===== src/rtl/rtc_pkg.sv =====
package rtc_pkg;
    localparam int ADDR_W = 3;
    localparam int DATA_W = 8;
    localparam int SEC_W  = 24;
    localparam int FAST_W = 8;

    localparam int CTRL_EN_BIT  = 0;
    localparam int CTRL_CLR_BIT = 1;

    localparam logic [ADDR_W-1:0] A_SEC_CTRL  = 3'd0;
    localparam logic [ADDR_W-1:0] A_SEC_B0    = 3'd1;
    localparam logic [ADDR_W-1:0] A_SEC_B1    = 3'd2;
    localparam logic [ADDR_W-1:0] A_SEC_B2    = 3'd3;
    localparam logic [ADDR_W-1:0] A_FAST_CTRL = 3'd4;
    localparam logic [ADDR_W-1:0] A_FAST_CNT  = 3'd5;

    typedef enum logic {
        CH_IDLE = 1'b0,
        CH_RUN  = 1'b1
    } ch_state_t;
endpackage


===== src/rtl/rtc_tick_div.sv =====
module rtc_tick_div #(
    parameter int DIV = 128
) (
    input  logic clk,
    input  logic rst_n,
    input  logic run,
    input  logic restart,
    output logic tick
);
    localparam int CW = (DIV > 2) ? $clog2(DIV) : 1;
    localparam logic [CW-1:0] LAST = CW'(DIV - 1);

    logic [CW-1:0] phase_q;

    always_ff @(posedge clk or negedge rst_n) begin
        if (!rst_n) begin
            phase_q <= '0;
        end else if (restart || !run) begin
            phase_q <= '0;
        end else if (phase_q == LAST) begin
            phase_q <= '0;
        end else begin
            phase_q <= phase_q + 1'b1;
        end
    end

    assign tick = run && !restart && (phase_q == LAST);
endmodule


===== src/rtl/rtc_count_chan.sv =====
module rtc_count_chan
    import rtc_pkg::*;
#(
    parameter int WIDTH = 8,
    parameter int DIV   = 128
) (
    input  logic             clk,
    input  logic             rst_n,
    input  logic             ctrl_we,
    input  logic             ctrl_en,
    input  logic             ctrl_clr,
    output logic [WIDTH-1:0] count,
    output logic             running
);
    ch_state_t state_q, state_d;
    logic      restart, stop_req, inc, tick;
    logic [WIDTH-1:0] count_q;

    // state register
    always_ff @(posedge clk or negedge rst_n) begin
        if (!rst_n) state_q <= CH_IDLE;
        else        state_q <= state_d;
    end

    // next state: START, STOP, HOLD
    always_comb begin
        state_d = state_q;
        unique case (state_q)
            CH_IDLE: if (ctrl_we && ctrl_en)  state_d = CH_RUN;
            CH_RUN:  if (ctrl_we && !ctrl_en) state_d = CH_IDLE;
            default: state_d = CH_IDLE;
        endcase
    end

    // outputs of the state machine
    always_comb begin
        running  = 1'b0;
        restart  = 1'b0;
        stop_req = 1'b0;
        unique case (state_q)
            CH_IDLE: begin
                restart = ctrl_we && (ctrl_clr || ctrl_en);
            end
            CH_RUN: begin
                running  = 1'b1;
                restart  = ctrl_we && ctrl_clr;
                stop_req = ctrl_we && !ctrl_en;
            end
            default: ;
        endcase
    end

    rtc_tick_div #(.DIV(DIV)) u_div (
        .clk     (clk),
        .rst_n   (rst_n),
        .run     (running),
        .restart (restart),
        .tick    (tick)
    );

    assign inc = tick && !stop_req;

    always_ff @(posedge clk or negedge rst_n) begin
        if (!rst_n) begin
            count_q <= '0;
        end else if (ctrl_we && ctrl_clr) begin
            count_q <= '0;
        end else if (inc) begin
            count_q <= count_q + 1'b1;
        end
    end

    assign count = count_q;
endmodule


===== src/rtl/rtc_reg_file.sv =====
module rtc_reg_file
    import rtc_pkg::*;
(
    input  logic [ADDR_W-1:0] bus_addr,
    input  logic              bus_we,
    input  logic [DATA_W-1:0] bus_wdata,
    input  logic [SEC_W-1:0]  sec_count,
    input  logic [FAST_W-1:0] fast_count,
    input  logic              sec_run,
    input  logic              fast_run,
    output logic              sec_ctrl_we,
    output logic              fast_ctrl_we,
    output logic              ctrl_en,
    output logic              ctrl_clr,
    output logic [DATA_W-1:0] bus_rdata
);
    localparam int SEC_BYTES = SEC_W / DATA_W;

    logic [DATA_W-1:0] sec_byte [SEC_BYTES];

    for (genvar b = 0; b < SEC_BYTES; b++) begin : g_sec_byte
        assign sec_byte[b] = sec_count[b*DATA_W +: DATA_W];
    end

    // only control addresses accept writes; count bytes are read-only
    always_comb begin
        sec_ctrl_we  = bus_we && (bus_addr == A_SEC_CTRL);
        fast_ctrl_we = bus_we && (bus_addr == A_FAST_CTRL);
        ctrl_en      = bus_wdata[CTRL_EN_BIT];
        ctrl_clr     = bus_wdata[CTRL_CLR_BIT];
    end

    always_comb begin
        bus_rdata = '0;
        unique case (bus_addr)
            A_SEC_CTRL:  bus_rdata = {{(DATA_W-1){1'b0}}, sec_run};
            A_SEC_B0:    bus_rdata = sec_byte[0];
            A_SEC_B1:    bus_rdata = sec_byte[1];
            A_SEC_B2:    bus_rdata = sec_byte[2];
            A_FAST_CTRL: bus_rdata = {{(DATA_W-1){1'b0}}, fast_run};
            A_FAST_CNT:  bus_rdata = fast_count;
            default:     bus_rdata = '0;
        endcase
    end
endmodule


===== src/rtl/rtc_tick_counters.sv =====
module rtc_tick_counters
    import rtc_pkg::*;
#(
    parameter int CLK_HZ   = 32768,
    parameter int SEC_DIV  = CLK_HZ,
    parameter int FAST_DIV = CLK_HZ / 256
) (
    input  logic        clk,
    input  logic        rst_n,
    input  logic [2:0]  bus_addr,
    input  logic        bus_we,
    input  logic [7:0]  bus_wdata,
    output logic [7:0]  bus_rdata
);
    logic [SEC_W-1:0]  sec_count;
    logic [FAST_W-1:0] fast_count;
    logic              sec_run, fast_run;
    logic              sec_ctrl_we, fast_ctrl_we, ctrl_en, ctrl_clr;

    rtc_reg_file u_regs (
        .bus_addr     (bus_addr),
        .bus_we       (bus_we),
        .bus_wdata    (bus_wdata),
        .sec_count    (sec_count),
        .fast_count   (fast_count),
        .sec_run      (sec_run),
        .fast_run     (fast_run),
        .sec_ctrl_we  (sec_ctrl_we),
        .fast_ctrl_we (fast_ctrl_we),
        .ctrl_en      (ctrl_en),
        .ctrl_clr     (ctrl_clr),
        .bus_rdata    (bus_rdata)
    );

    rtc_count_chan #(.WIDTH(SEC_W), .DIV(SEC_DIV)) u_sec (
        .clk      (clk),
        .rst_n    (rst_n),
        .ctrl_we  (sec_ctrl_we),
        .ctrl_en  (ctrl_en),
        .ctrl_clr (ctrl_clr),
        .count    (sec_count),
        .running  (sec_run)
    );

    rtc_count_chan #(.WIDTH(FAST_W), .DIV(FAST_DIV)) u_fast (
        .clk      (clk),
        .rst_n    (rst_n),
        .ctrl_we  (fast_ctrl_we),
        .ctrl_en  (ctrl_en),
        .ctrl_clr (ctrl_clr),
        .count    (fast_count),
        .running  (fast_run)
    );
endmodule


===== config.mk =====
export PLATFORM = sky130hd
export DESIGN_NAME = rtc_tick_counters
export DESIGN_NICKNAME = d
export VERILOG_FILES = /design/src/rtl/rtc_pkg.sv /design/src/rtl/rtc_tick_div.sv /design/src/rtl/rtc_count_chan.sv /design/src/rtl/rtc_reg_file.sv /design/src/rtl/rtc_tick_counters.sv
export SDC_FILE = /design/constraint.sdc
export NUM_CORES = 1
export LEC_CHECK = 0
export ABC_AREA = 1
export CORE_MARGIN = 3
export CORE_UTILIZATION = 42
export DETAILED_ROUTE_END_ITERATION = 8
export SLEW_MARGIN = 20
export SYNTH_ARGS = -nofsm -noshare
export SYNTH_HDL_FRONTEND = slang
export SYNTH_SLANG_ARGS = --single-unit

===== constraint.sdc =====
create_clock -name clk -period 1.9 [get_ports clk]
set_input_delay 0.38 -clock clk [delete_from_list [all_inputs] [get_ports clk]]
set_output_delay 0.38 -clock clk [all_outputs]
set_load 0.02 [all_outputs]

==> run_results.csv <==
group,metric,value,unit
die,placement_rows,32,
drt,route.detailed.wl_per_inst,13.8,um
worst_setup_path,path_max_fanout,3,
run_status,outcome,"complete, no violations",
yosys,netlist.area_leader.share,40.2,%
yosys,synth_nets,469,
worst_setup_path,setup.worst_path.start_class,"flip-flop",
global_routing,top_usage_layer,"met2",
yosys,syn-cell-area,3490,um2
yosys,synthDominantAreaCellType,"dfrtp_1",
final_layout,layout_common_cells,"nand2_1, dfrtp_1, nor2_1",
min_path,hold_path.startpoint,"u_fast.u_div.phase_q[0]$_DFF_PN0_",
global_routing,gr-usage-all-layers,18.3,%
place,detailedPlace.worstSlack,-0.665,ns
die,start_util,44.2,%
timing,worst_pin_slew,0.432,ns
global_routing,maximum_number_of_pins_on_one_net_before_global_route_repair,34,
global_routing,groute.layer.met1.usage,26.1,%
cts,cts_root_buffer,"clkbuf_8",
timing,timing_max_transition_violations_final,0,
place,hpwlAfterDp,6.42,mm
die,die_area,9440,um2
worst_setup_path,end_kind,"primary output",
worst_setup_path,crit_required,1.52,ns
yosys,yosysSeqAreaShare,40.2,%
final_layout,layout.cells.most_common,"nand2_1",
flow_run,drv.max_cap_violation_count,0,
power,max-vdd-ir-drop,0.338,mV
yosys,synth_enable_flop_cells,0,
cts,clk-insertion-delay-late,0.31,ns
power,static-leakage-power,1.86,nW
yosys,synth_seq_cells,56,
yosys,top_area_cells_in_the_synthesized_netlist,"dfrtp_1, nand2_1, nand3_1",
timing,finalHoldViolCount,0,
drt,first_iter_violations,151,
worst_setup_path,timing.critical_path.arrival,1.40,ns
global_routing,vias_in_the_first_global_route,2898,
yosys,synth_top_flop_cell,"dfrtp_1",
timing,maxClockFrequency,0.562,GHz
timing,timing.final.ws_setup,0.122,ns
timing,setup-violations-final,0,
place,gp_congestion,0.885,
cts,cts_buffer_depth,2,
die,die_width,97.2,um
final_layout,diode_count,0,
yosys,syn_inst,451,
timing,fin_worst_skew,0.00637,ns
cts,total_number_of_h_tree_levels,2,
timing,post-route-period-util,93.6,%
place,io_buffers,15,
drt,post_drt_via_cell_ratio,5.06,
global_routing,initial_antenna_violation_count,0,
drt,dr_total_vias,3066,
timing,worst_slew_margin_rel,71.1,%
yosys,async_flop_share,100,%
cts,inserted_clock_buffers,5,
final_layout,fin_nets,521,
cts,tritoncts,"built",
drt,first_pass_iters,5,
yosys,synth.avg_cell_area,7.74,um2
drt,totalWireLength,8.38,mm
yosys,synth.lib_cells_used.distinct,42,
worst_setup_path,reg2reg_from,"u_sec.count[1]$_DFFE_PN0P_",
drt,ant_nets,0,
cts,clkTransAtPathRegs,0.11,ns
final_layout,share_of_post_route_cells_with_drive_strength_above_1,19.8,%
global_routing,grt_first_pass_wirelength,14.2,mm
global_routing,grt_util_met2,29.1,%
worst_setup_path,worst_setup_path_startpoint,"u_sec.count[8]$_DFFE_PN0P_",
timing,grt_setup_unrepaired,"false",
die,die_height,97.2,um
min_path,hp-class,"flip-flop to flip-flop",
power,total_power,0.00241,W
worst_setup_path,critPathKind,"flip-flop to primary output",
power,power_per_cell_area,586,nW/um2
timing,timing.final.crit_period,1.78,ns
drt,detail_route.drc_violations,0,
cts,cts_num_sinks,56,
die,number_of_top_level_pins,22,
final_layout,area.growth.synth_to_final,17.7,%
die,fp.coreArea,7890,um2
global_routing,grt_use_met3,2.44,%
global_routing,globalRoute.totalOverflow,0,
yosys,synth.yosys.warnings,0,
-- state kept, by name (all words and copies together), names as in the netlist, named ones only --
| name | flops |
|---|---|
| u_fast.count | 8 |
| u_fast.u_div.phase_q | 7 |
| u_sec.count | 24 |
| u_sec.u_div.phase_q | 15 |
-- synthesized netlist by cell type (4+ instances only) --
cell type and instances:
a21oi_1 10, dfrtp_1 56, ha_1 4, inv_1 47, nand2_1 113, nand2_2 12, nand3_1 50, nand4_1 13
nor2_1 51, nor3_1 4, o21ai_0 11, o21ai_1 4, o21ai_2 7, o221ai_1 6, xnor2_1 8, xor2_1 15
-- worst paths after layout --
check                                                    end  depth (start not counted)  slack (ns)
min in group asynchronous   u_sec.u_div.phase_q[7]$_DFF_PN0_                          2        0.47
max                                             bus_rdata[0]                          4        0.12
max reg2reg                      u_sec.count[16]$_DFFE_PN0P_                          9        0.22
min                        u_fast.u_div.phase_q[0]$_DFF_PN0_                          1        0.46
min reg2reg                u_fast.u_div.phase_q[0]$_DFF_PN0_                          1        0.46
max in group asynchronous        u_sec.count[21]$_DFFE_PN0P_                          3        0.94
-- kinds of logic (layout without fill, tap and decap cells) --
| family | after synthesis | after routing | share of synthesized area, % |
|---|---|---|---|
| xor gates and xnor gates | 23 | 23 | 5.77 |
| buffers and inverters | 57 | 110 | 7.13 |
| AOI/OAI and AO/OA | 44 | 44 | 8.18 |
| DFF | 56 | 56 | 40.2 |
| and+or+nand+nor | 267 | 267 | 37.3 |
| adders and majority gates | 4 | 4 | 1.43 |
-- per-layer routing --
metal  routed length, um  vias to the layer above
met4                 148                        0
met2                3810                       74
met5                   0                        -
li1                    -                     1582
met1                4050                     1399
met3                 369                       11
-- report_power, final --
group / switching (W) / leakage, nW / total [W] / internal [W]
logic: 0.000245 / 1.05 / 0.000408 / 0.000162
clock network: 0.000424 / 0.0485 / 0.000690 / 0.000266
registers: 0.0000527 / 0.765 / 0.00131 / 0.00126
total: 0.000722 / 1.86 / 0.00241 / 0.00169
-- final cells by class --
class	instances	area, um2
timing repair buffer	51	438
multi-input combinational	338	1860
tap	102	128
fill	750	3780
clock buffer	5	68.8
sequential	56	1400
inverter	51	193
clock inverter	3	22.5
-- critical path, cell delays in order, from the launching register on --
cell and delay (ns):
dfrtp_1 0.43, inv_1 0.15, o22ai_1 0.10, nand3b_1 0.15
clkdlybuf4s15_2 0.26
-- per-stage QoR --
step	setup TNS, ns	hold WS (ns)	util (%)	instances	instance area [um2]
6_report	0	0.464	52.1	606	4110
5_1_grt	0	0.482	52.1	606	4110
4_1_cts	0	0.466	52.3	606	4130
3_5_place_dp	-12.32	0.292	51.0	597	4020
3_3_place_gp	-10.19	0.296	51.0	597	4020
2_1_floorplan	0	0.0844	-	451	3490
-- timing repair --
item	in CTS	in global routing
buffers inserted	0	0
endpoints found under the hold margin	10	0
gates resized for setup	39	9
hold buffers	1	0
setup endpoints to repair	8	8
Note: power is estimated with default switching activity, not from simulation.
